### src/rtl/sbsram_pkg.sv
package sbsram_pkg;
    typedef enum logic [2:0] {
        CYC_IDLE,
        CYC_DESEL,
        CYC_LOAD,
        CYC_STEP,
        CYC_WAIT
    } cyc_e;
endpackage

### src/rtl/sbsram_burst.sv
module sbsram_burst #(
    parameter int W = 2
) (
    input  logic [W-1:0] base,
    input  logic [W-1:0] beat,
    input  logic         interleave,
    output logic [W-1:0] lo
);
    always_comb begin
        if (interleave) lo = base ^ beat;
        else            lo = base + beat;
    end
endmodule

### src/rtl/sbsram_decode.sv
module sbsram_decode import sbsram_pkg::*; #(
    parameter int LANES = 2
) (
    input  logic             cs1_n,
    input  logic             cs2,
    input  logic             cs3_n,
    input  logic             strb_proc_n,
    input  logic             strb_ctl_n,
    input  logic             step_n,
    input  logic             wr_all_n,
    input  logic             wr_lane_en_n,
    input  logic [LANES-1:0] lane_wr_n,
    input  logic             sleep,
    output cyc_e             cyc,
    output logic             wr,
    output logic [LANES-1:0] mask
);
    logic en_ok;
    logic proc_hit;
    logic wr_sig;

    always_comb begin
        en_ok    = !cs1_n && cs2 && !cs3_n;
        proc_hit = !cs1_n && !strb_proc_n;
        wr_sig   = !wr_all_n || (!wr_lane_en_n && !(&lane_wr_n));
        if (!wr_all_n)         mask = '1;
        else if (!wr_lane_en_n) mask = ~lane_wr_n;
        else                    mask = '0;

        cyc = CYC_IDLE;
        wr  = 1'b0;
        if (sleep) begin
            cyc = CYC_IDLE;
        end else if (proc_hit) begin
            cyc = en_ok ? CYC_LOAD : CYC_DESEL;
        end else if (!strb_ctl_n) begin
            cyc = en_ok ? CYC_LOAD : CYC_DESEL;
            wr  = en_ok && wr_sig;
        end else begin
            cyc = step_n ? CYC_WAIT : CYC_STEP;
            wr  = wr_sig;
        end
    end
endmodule

### src/rtl/sync_burst_sram.sv
module sync_burst_sram import sbsram_pkg::*; #(
    parameter int ADDR_W  = 6,
    parameter int LANES   = 2,
    parameter int LANE_W  = 9,
    parameter int BURST_W = 2
) (
    input  logic                    clk,
    input  logic                    rst_n,
    input  logic [ADDR_W-1:0]       addr,
    input  logic                    cs1_n,
    input  logic                    cs2,
    input  logic                    cs3_n,
    input  logic                    strb_proc_n,
    input  logic                    strb_ctl_n,
    input  logic                    step_n,
    input  logic                    wr_all_n,
    input  logic                    wr_lane_en_n,
    input  logic [LANES-1:0]        lane_wr_n,
    input  logic                    oe_n,
    input  logic                    sleep,
    input  logic                    order_sel,
    input  logic [LANES*LANE_W-1:0] dq_in,
    output logic [LANES*LANE_W-1:0] dq_out,
    output logic                    dq_drive
);
    localparam int DW    = LANES * LANE_W;
    localparam int DEPTH = 1 << ADDR_W;
    localparam int HI_W  = ADDR_W - BURST_W;

    typedef struct packed {
        logic               active;
        logic [BURST_W-1:0] beat;
        logic [BURST_W-1:0] base;
        logic [HI_W-1:0]    hi;
        logic               rd_valid;
        logic [ADDR_W-1:0]  rd_addr;
        logic               out_valid;
        logic [DW-1:0]      data;
    } st_t;

    st_t st_d, st_q;

    logic [DW-1:0] mem [DEPTH];

    cyc_e               cyc;
    logic               dec_wr;
    logic [LANES-1:0]   dec_mask;
    logic [BURST_W-1:0] seq_base, seq_beat, seq_lo;
    logic [HI_W-1:0]    seq_hi;
    logic               acc;
    logic [ADDR_W-1:0]  acc_addr;
    logic [LANES-1:0]   mem_we;

    sbsram_decode #(.LANES(LANES)) u_decode (
        .cs1_n        (cs1_n),
        .cs2          (cs2),
        .cs3_n        (cs3_n),
        .strb_proc_n  (strb_proc_n),
        .strb_ctl_n   (strb_ctl_n),
        .step_n       (step_n),
        .wr_all_n     (wr_all_n),
        .wr_lane_en_n (wr_lane_en_n),
        .lane_wr_n    (lane_wr_n),
        .sleep        (sleep),
        .cyc          (cyc),
        .wr           (dec_wr),
        .mask         (dec_mask)
    );

    // Choose burst start and beat for this cycle's access
    always_comb begin
        seq_base = st_q.base;
        seq_beat = st_q.beat;
        seq_hi   = st_q.hi;
        acc      = 1'b0;
        case (cyc)
            CYC_LOAD: begin
                seq_base = addr[BURST_W-1:0];
                seq_beat = '0;
                seq_hi   = addr[ADDR_W-1:BURST_W];
                acc      = 1'b1;
            end
            CYC_STEP: begin
                seq_beat = st_q.beat + 1'b1;
                acc      = st_q.active;
            end
            CYC_WAIT: acc = st_q.active;
            default:  acc = 1'b0;
        endcase
    end

    sbsram_burst #(.W(BURST_W)) u_burst (
        .base       (seq_base),
        .beat       (seq_beat),
        .interleave (order_sel),
        .lo         (seq_lo)
    );

    always_comb begin
        acc_addr = {seq_hi, seq_lo};
        mem_we   = (acc && dec_wr) ? dec_mask : '0;
    end

    always_comb begin
        st_d           = st_q;
        st_d.rd_valid  = acc && !dec_wr;
        st_d.out_valid = st_q.rd_valid;
        if (cyc == CYC_DESEL) st_d.active = 1'b0;
        if (acc) begin
            st_d.active  = 1'b1;
            st_d.beat    = seq_beat;
            st_d.base    = seq_base;
            st_d.hi      = seq_hi;
            st_d.rd_addr = acc_addr;
        end
        if (st_q.rd_valid) st_d.data = mem[st_q.rd_addr];
    end

    always_ff @(posedge clk or negedge rst_n) begin
        if (!rst_n) st_q <= '0;
        else        st_q <= st_d;
    end

    always_ff @(posedge clk) begin
        for (int i = 0; i < LANES; i++) begin
            if (mem_we[i]) mem[acc_addr][i*LANE_W +: LANE_W] <= dq_in[i*LANE_W +: LANE_W];
        end
    end

    assign dq_out   = st_q.data;
    assign dq_drive = st_q.out_valid && !oe_n && !sleep;

    a_r1_no_burst_no_read: assert property (@(posedge clk) disable iff (!rst_n)
        (!st_q.active && (cyc == CYC_STEP || cyc == CYC_WAIT)) |=> !st_q.rd_valid);
    a_r1_no_burst_no_write: assert property (@(posedge clk) disable iff (!rst_n)
        (!st_q.active && (cyc == CYC_STEP || cyc == CYC_WAIT)) |-> (mem_we == '0));
    a_r2_desel_ends_burst: assert property (@(posedge clk) disable iff (!rst_n)
        (cyc == CYC_DESEL) |=> !st_q.active);
    a_r2_desel_quiet: assert property (@(posedge clk) disable iff (!rst_n)
        (cyc == CYC_DESEL) |=> ##1 !st_q.out_valid);
    a_r4_proc_reads: assert property (@(posedge clk) disable iff (!rst_n)
        (!sleep && !cs1_n && !strb_proc_n) |-> (mem_we == '0));
    a_r6_step_beat: assert property (@(posedge clk) disable iff (!rst_n)
        (cyc == CYC_STEP && st_q.active) |=> (st_q.beat == $past(st_q.beat) + 1'b1));
    a_r7_wait_beat: assert property (@(posedge clk) disable iff (!rst_n)
        (cyc == CYC_WAIT && st_q.active) |=> $stable(st_q.beat));
    a_r8_global_all_lanes: assert property (@(posedge clk) disable iff (!rst_n)
        (!sleep && strb_proc_n && !strb_ctl_n && !cs1_n && cs2 && !cs3_n && !wr_all_n)
        |-> (&mem_we));
    a_r11_sleep_no_write: assert property (@(posedge clk) disable iff (!rst_n)
        sleep |-> (mem_we == '0));
    a_r11_sleep_no_read: assert property (@(posedge clk) disable iff (!rst_n)
        sleep |=> !st_q.rd_valid);
endmodule

### config.mk
export PLATFORM = sky130hd
export DESIGN_NAME = sync_burst_sram
export DESIGN_NICKNAME = d
export VERILOG_FILES = /design/src/rtl/sbsram_pkg.sv /design/src/rtl/sbsram_burst.sv /design/src/rtl/sbsram_decode.sv /design/src/rtl/sync_burst_sram.sv
export SDC_FILE = /design/constraint.sdc
export NUM_CORES = 1
export LEC_CHECK = 0
export BUFFER_PORTS_ARGS = -buffer_cell sky130_fd_sc_hd__buf_2
export CELL_PAD_IN_SITES_DETAIL_PLACEMENT = 1
export CELL_PAD_IN_SITES_GLOBAL_PLACEMENT = 1
export CORE_MARGIN = 2
export CORE_UTILIZATION = 46
export DETAILED_ROUTE_END_ITERATION = 10
export PLACE_DENSITY_LB_ADDON = 0.1
export SLEW_MARGIN = 10
export SYNTH_ARGS = -nofsm -noshare
export SYNTH_HDL_FRONTEND = slang
export SYNTH_HIERARCHICAL = 1
export SYNTH_SLANG_ARGS = --single-unit
### constraint.sdc
create_clock -name clk -period 4.4 [get_ports clk]
set_clock_uncertainty 0.2 [all_clocks]
set_input_delay 0.44 -clock clk [delete_from_list [all_inputs] [get_ports clk]]
set_output_delay 0.44 -clock clk [all_outputs]
set_load 0.02 [all_outputs]
==> run metrics <==
status complete, no violations; number of DRC violations after detailed routing 0; mean area per synthesized cell 19.55 sq um; net switching power 0.008338 W; data arrival time of the critical path 4.28 ns; sum of overflow across all layers after global routing 0; total of warnings raised by yosys 6; Final Cycle Share 93.75%; level count of the clock H-tree 4; Port-buffer cells 57; cell with the most instances on the worst path sky130_fd_sc_hd__nor2_1; starting density of the core 46.23%; terminating pin of the worst hold path st_q[34]$_DFFE_PN0P_; sequential share of power 43.4%; Synth Instances 2361; worst slew margin relative to its limit 23.25%; asr flop ratio synth 2.620%; CTS Root Buffer Type sky130_fd_sc_hd__clkbuf_16; share of final-layout standard cells stronger than drive strength 1 25.14%; flip-flop and latch count after synthesis 1183; detail-routed net length per standard cell 30.72 um; met2 track utilization from global routing 37.76%; minimum setup slack among reg-to-reg paths 0.55 ns; worst hold path stage count 5; Final setup viols 0; most utilized layer in the global route result met2; Global Route met3 Usage 4.521%; Worst path slowest cell sky130_fd_sc_hd__nor2_1; number of library cell types mapped by synthesis 48; vias in the first global route 24828; Num CTS Buffers 131; pin count of the biggest net entering global routing 71; internal power 0.02098 W; first-pass GRT wire length 178.9 mm; starting DRC count in detailed routing 2709; Critical Path RT 4.55 ns; fillcell total 8906; Critical R2R Capture dq_out[15]$_DFFE_PN0P_; final hold slack 0.1023 ns; sequential area share after synthesis 76.61%; global router's overall resource usage 24.32%; launch point of the worst reg-to-reg path st_q[28]$_DFFE_PN0N_; nature of the critical path endpoint register; placer's final routability congestion estimate 0.8518; Final min period 4.125 ns; TritonCTS clock tree done; CTS clock-pin slew for the worst setup and hold paths 0.06 ns; Overall Power 0.02932 W; via density per instance 5.903; critical path start-end classification primary input to register; biggest area contributors in the synthesized netlist sky130_fd_sc_hd__edfxtp_1 (75%), sky130_fd_sc_hd__mux4_2 (9.7%), sky130_fd_sc_hd__mux2i_1 (2.8%); Placement Cell Area 48720 sq um; count of final hold-check violations 0; fraction of power spent switching nets 28.44%; CORE AREA 99860 sq um; layout net count 2639; total wire length 122.9 mm; die span in y 320.8 um; path class of the lowest-slack min-delay path primary input to register; cell type group with the largest total delay on the critical path simple AND/OR/NAND/NOR gates; number of placement rows 116; maximum buffer depth of the clock tree 3; portion of total power attributed to combinational logic 20.8%; met1 usage in global routing 36.09%; pins over their slew limit 0; Hold Path Origin strb_ctl_n; number of top-level design ports 58; chip width 320.8 um; RSZ-0062 raised after global routing no; Via Count 23610; power per unit of standard cell area 553.4 nW/um^2; critical path fanouts, max 9; timing startpoint of the critical path step_n; cell taking the most area after synthesis sky130_fd_sc_hd__edfxtp_1; Die Footprint 102900 sq um; number of nets produced by synthesis 2401; total half-perimeter wirelength after legalization and detailed placement 77.20 mm; final standard cell area without fillers 52970 sq um; aggregate negative setup slack 0 ns; total leakage power 17.33 nW; Worst Reg-to-Reg Cells 7; Clock Sink Count 1183; chain of cells forming the critical path dlygate4sd3_1, buf_2, nor2b_1, o21ba_1, nand2b_4, nor2_8, buf_4, mux2i_1, inv_1, nor2_1, nand2_1, nor2_1; area delta synth->final 14.74%; utilization after layout 53.05%; slew of the pin with the lowest slew margin 1.148 ns; area of the mapped netlist 46170 sq um; initial antenna violation count 5; power share of the clock group 35.8%; post-CTS setup buffers 0; number of synthesized flops with an enable pin 1152; maximum clock frequency 242.4 MHz; share of the synthesized area in the top cell type 74.93%; buffer and inverter count on the worst path 4; Max-cap violations 0; crit path launch type primary input; antenna-violating nets left 0; Max VDD drop 0.3869 mV; delay of the slowest critical-path stage 0.77 ns; first-pass detailed-route iteration total 5; most common flop cell mapped by yosys sky130_fd_sc_hd__edfxtp_1; worst skew pair latency 0.74 ns
-- metal layers --
metal,wire [um],vias to the layer above
met5,13,-
met4,1939,2
met3,7702,130
met2,57800,752
met1,55420,12649
li1,-,10077
-- how the worst max path moves through the flow --
stage               depth (start not counted)                    to  slack, ns
finish                                     12  mem[33][1]$_DFFE_PP_       0.28
global placement                           12  mem[33][3]$_DFFE_PP_      -0.08
floorplan                                  12  mem[26][0]$_DFFE_PP_       0.32
global route                               12  mem[33][2]$_DFFE_PP_       0.17
detailed placement                         12  mem[33][3]$_DFFE_PP_      -0.17
CTS                                        12  mem[37][4]$_DFFE_PP_       0.37
-- layout make-up --
cell class | count | area, sq um | area share (%)
flip-flops and latches | 1183 | 35380 | 66.78
well taps | 1298 | 1624 | 3.066
clock buffers | 163 | 3482 | 6.573
inverters | 7 | 26.28 | 0.04960
multi-input cells | 1027 | 9938 | 18.76
clock inverters | 72 | 624.3 | 1.179
diodes | 1 | 2.502 | 0.004724
repair buffers | 249 | 1899 | 3.585
-- stage by stage --
step,setup WS (ns),instances
finish,0.2751,4000
global route,0.1691,3999
global placement,-0.08294,3751
floorplan,0.3204,2361
detailed placement,-0.1667,3751
CTS,0.3743,3998
-- power by group through the flow --
stage | registers, W | logic, W | clock network, W
floorplan | 0.0127 | 0.00421 | 0
global route | 0.0127 | 0.00646 | 0.0111
CTS | 0.0127 | 0.00617 | 0.0107
detailed placement | 0.0130 | 0.00615 | 0
global placement | 0.0130 | 0.00608 | 0
finish | 0.0127 | 0.00609 | 0.0105
-- worst reg2reg max path, cell delays in order (launching register included) --
cell and delay [ns]:
sky130_fd_sc_hd__dfrtp_2 0.91, sky130_fd_sc_hd__buf_4 0.54, sky130_fd_sc_hd__and2_1 0.91, sky130_fd_sc_hd__buf_4 0.39
sky130_fd_sc_hd__a22oi_1 0.18, sky130_fd_sc_hd__a21oi_1 0.29, sky130_fd_sc_hd__a21oi_1 0.20, sky130_fd_sc_hd__nand2_1 0.14
-- placed cells by master (no fill, tap or decap), drive strengths merged, types with 31 or more instances in the layout --
| cell type | instances |
|---|---|
| edfxtp | 1152 |
| buf | 237 |
| mux4 | 198 |
| nor2 | 198 |
| clkbuf | 163 |
| mux2i | 130 |
| nand2 | 82 |
| a22oi | 72 |
| nor2b | 62 |
| clkinv | 51 |
| mux2 | 44 |
| a21oi | 39 |
| o22ai | 37 |
| a211oi | 37 |
| nor4 | 35 |
| dfrtp | 31 |
-- cell families after synthesis --
| logic type | synth area share [%] |
|---|---|
| and+or+nand+nor | 4.331 |
| xor gates and xnor gates | 0.03795 |
| AOI/OAI and AO/OA | 3.510 |
| adders and majority gates | 0.02710 |
| DFF | 76.61 |
| muxes | 13.58 |
| buffers and inverters | 1.908 |
-- sequential cells by signal, summed over array words and instances (netlist names) --
name,flops
st_q,12
mem,1152
dq_out,18
st_d,1
-- cell usage after synthesis, types with 2 or more instances --
cell	instances
sky130_fd_sc_hd__nor3b_1	2
sky130_fd_sc_hd__inv_1	6
sky130_fd_sc_hd__nand2_1	81
sky130_fd_sc_hd__nor2b_1	62
sky130_fd_sc_hd__a21oi_1	39
sky130_fd_sc_hd__a211oi_1	37
sky130_fd_sc_hd__or3_1	2
sky130_fd_sc_hd__xnor2_1	2
sky130_fd_sc_hd__mux2i_1	129
sky130_fd_sc_hd__o21ai_0	6
sky130_fd_sc_hd__nand3_1	4
sky130_fd_sc_hd__dfrtp_1	31
sky130_fd_sc_hd__a22oi_1	72
sky130_fd_sc_hd__nand2b_1	4
sky130_fd_sc_hd__nor2_1	197
sky130_fd_sc_hd__a221oi_1	17
sky130_fd_sc_hd__edfxtp_1	1152
sky130_fd_sc_hd__o32ai_1	18
sky130_fd_sc_hd__o22ai_1	37
sky130_fd_sc_hd__nand3b_1	2
sky130_fd_sc_hd__clkbuf_1	32
sky130_fd_sc_hd__mux4_2	198
sky130_fd_sc_hd__buf_6	17
sky130_fd_sc_hd__nor3_1	20
sky130_fd_sc_hd__buf_4	29
sky130_fd_sc_hd__buf_1	4
sky130_fd_sc_hd__nand4b_2	3
sky130_fd_sc_hd__mux2_2	44
sky130_fd_sc_hd__nor4_1	35
sky130_fd_sc_hd__buf_2	61
-- timing repair --
| item | 4_1_cts | 5_1_grt |
|---|---|---|
| hold buffers | 12 | 0 |
| hold endpoints to repair | 76 | 0 |
| gates resized for setup | 0 | 0 |
No activity file was read; power rests on OpenSTA's default activity.
